===== config.mk =====
export PLATFORM = sky130hd
export DESIGN_NAME = mma_accum
export DESIGN_NICKNAME = d
export VERILOG_FILES = /design/src/rtl/mma_pkg.sv /design/src/rtl/mma_store.sv /design/src/rtl/mma_ctrl.sv /design/src/rtl/mma_reduce.sv /design/src/rtl/mma_accum.sv
export SDC_FILE = /design/constraint.sdc
export NUM_CORES = 1
export LEC_CHECK = 0
export BUFFER_PORTS_ARGS = -buffer_cell sky130_fd_sc_hd__buf_2
export CORE_MARGIN = 5
export CORE_UTILIZATION = 50
export DETAILED_ROUTE_END_ITERATION = 8
export PLACE_DENSITY = 0.66
export SKIP_CTS_REPAIR_TIMING = 1
export SYNTH_ARGS = -nofsm -noshare
export SYNTH_HDL_FRONTEND = slang
export SYNTH_SLANG_ARGS = --single-unit

===== constraint.sdc =====
create_clock -name clk -period 5.5 [get_ports clk]
set_input_delay 0.55 -clock clk [delete_from_list [all_inputs] [get_ports clk]]
set_output_delay 0.55 -clock clk [all_outputs]
set_load 0.01 [all_outputs]

===== src/rtl/mma_pkg.sv =====
package mma_pkg;
    localparam int MEM_WORDS = 32;
    localparam int ADDR_W    = $clog2(MEM_WORDS);
    localparam int AVG_SHIFT = $clog2(MEM_WORDS);

    typedef enum logic [1:0] {
        PH_IDLE = 2'd0,
        PH_RUN  = 2'd1,
        PH_DONE = 2'd2
    } phase_e;

    typedef enum logic [1:0] {
        SEL_ZERO = 2'b00,
        SEL_MIN  = 2'b01,
        SEL_MAX  = 2'b10,
        SEL_AVG  = 2'b11
    } sel_e;

    function automatic logic [ADDR_W-1:0] last_index();
        return ADDR_W'(MEM_WORDS - 1);
    endfunction
endpackage


===== src/rtl/mma_store.sv =====
module mma_store
    import mma_pkg::*;
#(
    parameter int DATA_W = 8
) (
    input  logic              clk,
    input  logic              rst,
    input  logic              busy,
    input  logic              wr_en,
    input  logic [ADDR_W-1:0] wr_addr,
    input  logic [DATA_W-1:0] wr_data,
    input  logic [ADDR_W-1:0] rd_idx,
    output logic [DATA_W-1:0] rd_word
);
    logic [MEM_WORDS-1:0][DATA_W-1:0] mem_q;

    always_ff @(posedge clk) begin
        if (rst) begin
            mem_q <= '0;
        end else if (wr_en && !busy) begin
            mem_q[wr_addr] <= wr_data;
        end
    end

    assign rd_word = mem_q[rd_idx];

    // the memory is frozen while a pass runs
    p_frozen_mem_r9: assert property (@(posedge clk) disable iff (rst)
        busy |=> $stable(mem_q));
endmodule


===== src/rtl/mma_ctrl.sv =====
module mma_ctrl
    import mma_pkg::*;
(
    input  logic              clk,
    input  logic              rst,
    input  logic              start,
    output logic              init,
    output logic              step,
    output logic              busy,
    output logic              done,
    output logic [ADDR_W-1:0] idx
);
    phase_e phase_q;
    logic [ADDR_W-1:0] idx_q;

    assign busy = (phase_q == PH_RUN);
    assign step = busy;
    assign init = start && !busy;
    assign done = (phase_q == PH_DONE);
    assign idx  = idx_q;

    always_ff @(posedge clk) begin
        if (rst) begin
            phase_q <= PH_IDLE;
            idx_q   <= '0;
        end else begin
            unique case (phase_q)
                PH_RUN: begin
                    if (idx_q == last_index()) begin
                        phase_q <= PH_DONE;
                        idx_q   <= '0;
                    end else begin
                        idx_q <= idx_q + 1'b1;
                    end
                end
                default: begin
                    if (start) begin
                        phase_q <= PH_RUN;
                        idx_q   <= '0;
                    end
                end
            endcase
        end
    end

    // done holds until a start is accepted
    p_done_hold_r8: assert property (@(posedge clk) disable iff (rst)
        (done && !start) |=> done);
    // an accepted start clears done
    p_done_clear_r8: assert property (@(posedge clk) disable iff (rst)
        (done && start) |=> (!done && busy));
    // a start during a pass neither restarts nor ends it early
    p_ignore_start_r10: assert property (@(posedge clk) disable iff (rst)
        (busy && start && idx_q != last_index()) |=> (busy && idx_q != '0));
endmodule


===== src/rtl/mma_reduce.sv =====
module mma_reduce
    import mma_pkg::*;
#(
    parameter int DATA_W = 8
) (
    input  logic              clk,
    input  logic              rst,
    input  logic              init,
    input  logic              step,
    input  logic [DATA_W-1:0] word,
    output logic [DATA_W-1:0] min_o,
    output logic [DATA_W-1:0] max_o,
    output logic [DATA_W-1:0] avg_o
);
    localparam int SUM_W = DATA_W + AVG_SHIFT;

    logic [DATA_W-1:0] min_q, max_q;
    logic [SUM_W-1:0]  sum_q;

    always_ff @(posedge clk) begin
        if (rst) begin
            min_q <= '0;
            max_q <= '0;
            sum_q <= '0;
        end else if (init) begin
            min_q <= '1;
            max_q <= '0;
            sum_q <= '0;
        end else if (step) begin
            sum_q <= sum_q + SUM_W'(word);
            if (word < min_q) min_q <= word;
            if (word > max_q) max_q <= word;
        end
    end

    assign min_o = min_q;
    assign max_o = max_q;
    assign avg_o = sum_q[SUM_W-1:AVG_SHIFT];

    // the running minimum never rises during a pass
    p_min_nonincr_r4: assert property (@(posedge clk) disable iff (rst)
        step |=> (min_q <= $past(min_q)));
    // the running maximum never falls during a pass
    p_max_nondecr_r5: assert property (@(posedge clk) disable iff (rst)
        step |=> (max_q >= $past(max_q)));
    // the total never wraps
    p_sum_grows_r6: assert property (@(posedge clk) disable iff (rst)
        step |=> (sum_q >= $past(sum_q)));
endmodule


===== src/rtl/mma_accum.sv =====
module mma_accum
    import mma_pkg::*;
#(
    parameter int DATA_W = 8
) (
    input  logic              clk,
    input  logic              rst,
    input  logic              wr_en,
    input  logic [4:0]        wr_addr,
    input  logic [DATA_W-1:0] wr_data,
    input  logic              start,
    output logic              done,
    input  logic [1:0]        rd_sel,
    output logic [DATA_W-1:0] rd_data
);
    logic              init, step, busy;
    logic [ADDR_W-1:0] idx;
    logic [DATA_W-1:0] word, min_w, max_w, avg_w;

    mma_ctrl u_ctrl (
        .clk(clk), .rst(rst), .start(start),
        .init(init), .step(step), .busy(busy), .done(done), .idx(idx)
    );

    mma_store #(.DATA_W(DATA_W)) u_store (
        .clk(clk), .rst(rst), .busy(busy),
        .wr_en(wr_en), .wr_addr(wr_addr), .wr_data(wr_data),
        .rd_idx(idx), .rd_word(word)
    );

    mma_reduce #(.DATA_W(DATA_W)) u_reduce (
        .clk(clk), .rst(rst), .init(init), .step(step), .word(word),
        .min_o(min_w), .max_o(max_w), .avg_o(avg_w)
    );

    always_comb begin
        unique case (rd_sel)
            SEL_MIN: rd_data = min_w;
            SEL_MAX: rd_data = max_w;
            SEL_AVG: rd_data = avg_w;
            default: rd_data = '0;
        endcase
    end

    // a finished pass has minimum not above maximum
    p_min_le_max_r4: assert property (@(posedge clk) disable iff (rst)
        done |-> (min_w <= max_w));
endmodule


==> flow_summary.html <==
<table>
<tr><th>Metric</th><th>Value</th></tr>
<tr><th colspan="2">CTS</th></tr>
<tr><td>Total CTS buffers</td><td>34</td></tr>
<tr><td>Number of sinks on the clock net</td><td>approximately 300</td></tr>
<tr><td>Clock tree from TritonCTS</td><td>done</td></tr>
<tr><td>Clock insertion delay at the later pin of the skew report</td><td>~0.50 ns</td></tr>
<tr><td>Root Driver</td><td>clkbuf_16</td></tr>
<tr><td>Max H-tree Level</td><td>2</td></tr>
<tr><td>Buffers from clock root to sink, at most</td><td>3</td></tr>
<tr><td>Clock transition at the registers of the reported paths</td><td>about 0.060 ns</td></tr>
<tr><th colspan="2">Routing</th></tr>
<tr><td>Routed wire length</td><td>33,100 µm</td></tr>
<tr><td>DRC violation count after routing</td><td>0</td></tr>
<tr><td>Number of search-and-repair iterations in the first detailed-routing pass</td><td>5</td></tr>
<tr><td>Number of nets still failing antenna checks after routing</td><td>0</td></tr>
<tr><td>Number of DRC markers in iteration 0</td><td>699</td></tr>
<tr><td>WL/cell</td><td>~19 µm</td></tr>
<tr><td>Via-per-instance ratio</td><td>roughly 5.6</td></tr>
<tr><td>Count of vias placed by the detailed router</td><td>between 9,000 and 10,000</td></tr>
<tr><th colspan="2">Floorplan</th></tr>
<tr><td>Number of core rows</td><td>60</td></tr>
<tr><td>Initial core utilization</td><td>0.5097</td></tr>
<tr><td>Area inside the core boundary</td><td>approximately 27,000 µm²</td></tr>
<tr><td>Die height</td><td>about 180 µm</td></tr>
<tr><td>Count of pins on the block boundary</td><td>28</td></tr>
<tr><td>Die Footprint</td><td>slightly above 30,000 µm²</td></tr>
<tr><td>Die X-Extent</td><td>approximately 180 µm</td></tr>
<tr><th colspan="2">Pwr</th></tr>
<tr><td>Power density over the cells</td><td>318.3 nW/µm²</td></tr>
<tr><td>Static leakage power</td><td>around 5.6 nW</td></tr>
<tr><td>Total Power</td><td>roughly 4.8 mW</td></tr>
<tr><td>Peak supply drop</td><td>approximately 0.19 mV</td></tr>
<tr><th colspan="2">Synth</th></tr>
<tr><td>Ranking of synthesized cells by area</td><td>dfxtp_1 (42%), mux2i_1 (23%), nor2_1 (8.1%)</td></tr>
<tr><td>Compound-Gate Fraction of Synth Area</td><td>0.05344</td></tr>
<tr><td>Post-synthesis area per instance</td><td>slightly above 10 µm²</td></tr>
<tr><td>Top_reg_cell synth</td><td>dfxtp_1</td></tr>
<tr><td>Dominant combinational cell family by area after synthesis</td><td>multiplexers</td></tr>
<tr><td>Sequential-to-total area share from yosys stat</td><td>0.4232</td></tr>
<tr><td>Number of enable-type register cells in the synthesized netlist</td><td>0</td></tr>
<tr><td>Yosys warnings</td><td>0</td></tr>
<tr><td>Fraction of the mapped netlist area in adder cells</td><td>0.02409</td></tr>
<tr><td>Top-area cell type share of the netlist area</td><td>0.4232</td></tr>
<tr><td>Share of synthesized cell area in and, or, nand and nor gates</td><td>0.1380</td></tr>
<tr><td>Post-Synthesis Cells</td><td>between 1,000 and 1,500</td></tr>
<tr><td>Count of different cell masters after synthesis</td><td>54</td></tr>
<tr><td>Post-Syn Area</td><td>~14,000 µm²</td></tr>
<tr><td>Fraction of registers with async set/reset</td><td>0</td></tr>
<tr><td>XOR/XNOR Fraction of Synth Area</td><td>0.004438</td></tr>
<tr><td>Synth Register Bits</td><td>292</td></tr>
<tr><td>Multiplexer share of the synthesized area</td><td>0.3133</td></tr>
<tr><td>Syn Nets</td><td>1,418</td></tr>
<tr><td>Leading area contributor after synthesis</td><td>dfxtp_1</td></tr>
<tr><th colspan="2">Min path</th></tr>
<tr><td>Hold Path Stages</td><td>3</td></tr>
<tr><td>Destination of the worst hold path</td><td>u_ctrl.phase_q[0]</td></tr>
<tr><td>Start point of the worst min-delay path</td><td>start</td></tr>
<tr><td>Class of the most critical hold timing path</td><td>input pin to register</td></tr>
<tr><th colspan="2">Placed design</th></tr>
<tr><td>Count of input and output buffers</td><td>27</td></tr>
<tr><td>Final HPWL from detailed placement</td><td>21,190 µm</td></tr>
<tr><td>Final estimated routing congestion in global placement</td><td>0.8418</td></tr>
<tr><th colspan="2">Global route</th></tr>
<tr><td>Antenna violations before repair</td><td>2</td></tr>
<tr><td>Largest net degree at the start of global routing</td><td>approximately 110</td></tr>
<tr><td>Overflow left after global routing</td><td>0</td></tr>
<tr><td>Via count of the first global-routing pass</td><td>roughly 9,700</td></tr>
<tr><td>Wire length of the first global-routing pass</td><td>approximately 53,000 µm</td></tr>
<tr><td>Overall routing resource usage</td><td>0.2110</td></tr>
<tr><th colspan="2">Worst setup path</th></tr>
<tr><td>Most frequent cell on the critical path</td><td>mux2i_1</td></tr>
<tr><td>Crit path launch type</td><td>register</td></tr>
<tr><td>Slowest cell on the critical path</td><td>dfxtp_4</td></tr>
<tr><td>Cells on worst reg2reg path</td><td>11</td></tr>
<tr><td>Critical path type</td><td>register to register</td></tr>
<tr><td>Peak fanout along the critical path</td><td>31</td></tr>
<tr><td>Required time at the worst-slack endpoint</td><td>just under 6 ns</td></tr>
<tr><td>Arrival time of data at the critical path endpoint</td><td>roughly 4.7 ns</td></tr>
<tr><td>Startpoint of the worst-slack reg-to-reg timing path</td><td>u_ctrl.idx[1]</td></tr>
<tr><td>Critical Path Max Stage Delay</td><td>approximately 0.67 ns</td></tr>
<tr><td>Worst reg2reg path endpoint</td><td>u_reduce.max_o[4]</td></tr>
<tr><td>Category of the worst setup path capture point</td><td>register</td></tr>
<tr><td>Worst-path cell chain</td><td>buf_4 &gt; mux4_2 &gt; mux2i_1 &gt; o22ai_1 &gt; a211o_1 &gt; ha_1 &gt; and4_1 &gt; o21ai_0 &gt; a221oi_4 &gt; mux2i_1 &gt; nor2_1</td></tr>
<tr><td>Minimum setup slack among reg-to-reg paths</td><td>around 1.2 ns</td></tr>
<tr><th colspan="2">Timing</th></tr>
<tr><td>Max transition margin</td><td>0.3738</td></tr>
<tr><td>Hold Vio Cnt, Final</td><td>0</td></tr>
<tr><td>Slew @ Worst Pin</td><td>around 0.94 ns</td></tr>
<tr><td>Fmax</td><td>~0.23 GHz</td></tr>
<tr><td>Clock skew after layout</td><td>between 0.015 and 0.02 ns</td></tr>
<tr><td>Post-Route Setup TNS</td><td>0 ns</td></tr>
<tr><td>Setup Viol. Count Final</td><td>0</td></tr>
<tr><td>Post-route minimum period</td><td>approximately 4.3 ns</td></tr>
<tr><td>Final-report max-slew violation count</td><td>0</td></tr>
<tr><td>Setup repair after global routing missed its margin</td><td>false</td></tr>
<tr><td>Share of the clock period used by the worst path after layout</td><td>0.7801</td></tr>
<tr><th colspan="2">Finish</th></tr>
<tr><td>Fraction of layout cells with a size suffix above 1</td><td>0.1299</td></tr>
<tr><td>Top library cells by usage in the layout, fill and taps aside</td><td>mux2i_1 (324), nor2_1 (297), dfxtp_1 (289), mux4_2 (43), nand2_1 (36)</td></tr>
<tr><td>Final antenna diode count</td><td>0</td></tr>
<tr><td>Total number of nets in the final design</td><td>1,391</td></tr>
<tr><td>Fillcell total</td><td>between 2,000 and 2,500</td></tr>
<tr><td>Area added between synthesis and finish</td><td>10.05%</td></tr>
<tr><td>Most common library cell in the layout ignoring fill and taps</td><td>mux2i_1</td></tr>
<tr><th colspan="2">Run status</th></tr>
<tr><td>Result of the run</td><td>finished clean</td></tr>
<tr><th colspan="2">Run</th></tr>
<tr><td>Count of maximum capacitance violations</td><td>0</td></tr>
</table>
## power by group
| part | switching [mW] | leakage, nW | internal, mW | total (mW) |
|---|---|---|---|---|
| Combinational | 0.205 | 2.66 | 0.113 | 0.318 |
| Sequential | 0.0260 | 2.36 | 2.14 | 2.17 |
| Clock | 0.862 | 0.587 | 1.49 | 2.36 |
## critical path: cells and delay by family, from the launching register on
family	cells	cell delay [ns]
DFF	1	0.67
muxes	3	0.96
buffers and inverters	1	0.48
adders and majority gates	1	0.36
and+or+nand+nor	2	0.30
AOI/OAI and AO/OA	4	1.38
## state kept, by name (all words and copies together), names as in the netlist
register,count
u_reduce.min_o,8
u_reduce.sum_q,13
u_store.mem_q,256
u_ctrl.phase_q,2
u_reduce.max_o,8
u_ctrl.idx,5
## cell families (layout without fill, tap and decap cells)
group | after synthesis | after routing
compound gates | 109 | 109
xor+xnor | 7 | 7
fa+ha+maj | 26 | 26
buf+inv | 126 | 123
flops | 292 | 292
mux | 376 | 376
simple gates | 437 | 437
## final cells by class
class,count,area (µm²),share of cell area
multi-input combinational,955,7366,0.4845
sequential,292,5854,0.3851
clock buffer,48,994.7,0.06543
tap,372,465.4,0.03062
timing repair buffer,38,239.0,0.01572
clock inverter,12,188.9,0.01243
inverter,25,93.84,0.006173
## how the worst max path moves through the flow
stage	slack, ns	end	depth (start not counted)	from
after global placement	1.31	u_reduce.max_o[5]	11	u_ctrl.idx[1]
after global routing	0.95	u_reduce.max_o[7]	11	u_ctrl.idx[1]
after floorplan	2.27	u_reduce.max_o[7]	11	u_ctrl.idx[0]
final	1.21	u_reduce.max_o[4]	11	u_ctrl.idx[1]
after CTS	1.21	u_reduce.max_o[7]	11	u_ctrl.idx[1]
after detailed placement	1.24	u_reduce.max_o[7]	11	u_ctrl.idx[1]
## Yosys cell counts (13+ instances only)
master and n:
a21oi_1 23, clkbuf_1 72, dfxtp_1 292, ha_1 25, inv_1 25, mux2i_1 324
mux4_2 43, nand2_1 36, nand2b_1 13, nand3_1 20, nor2_1 297, nor2_2 25
o21ai_0 17
## stage by stage
step	hold WS [ns]	instances	instance area (µm²)	worst slack (ns)	util
floorplan	0.4362	1373	13810	2.270	-
global placement	0.4496	1682	14020	1.308	0.5173
detailed placement	0.4545	1682	14020	1.235	0.5173
CTS	0.3656	1742	15200	1.212	0.5609
global route	0.4336	1742	15200	0.9530	0.5609
finish	0.3778	1742	15200	1.209	0.5609
## routing by layer
| layer | up-vias | track usage | share of wire |
|---|---|---|---|
| met1 | 4785 | 0.2853 | 0.46 |
| met2 | 208 | 0.3529 | 0.47 |
| li1 | 4741 | - | - |
| met3 | 56 | 0.03362 | 0.045 |
| met4 | 4 | 0.05686 | 0.024 |
| met5 | - | 0 | 0.00076 |
Power figures use the tool's default switching activity.
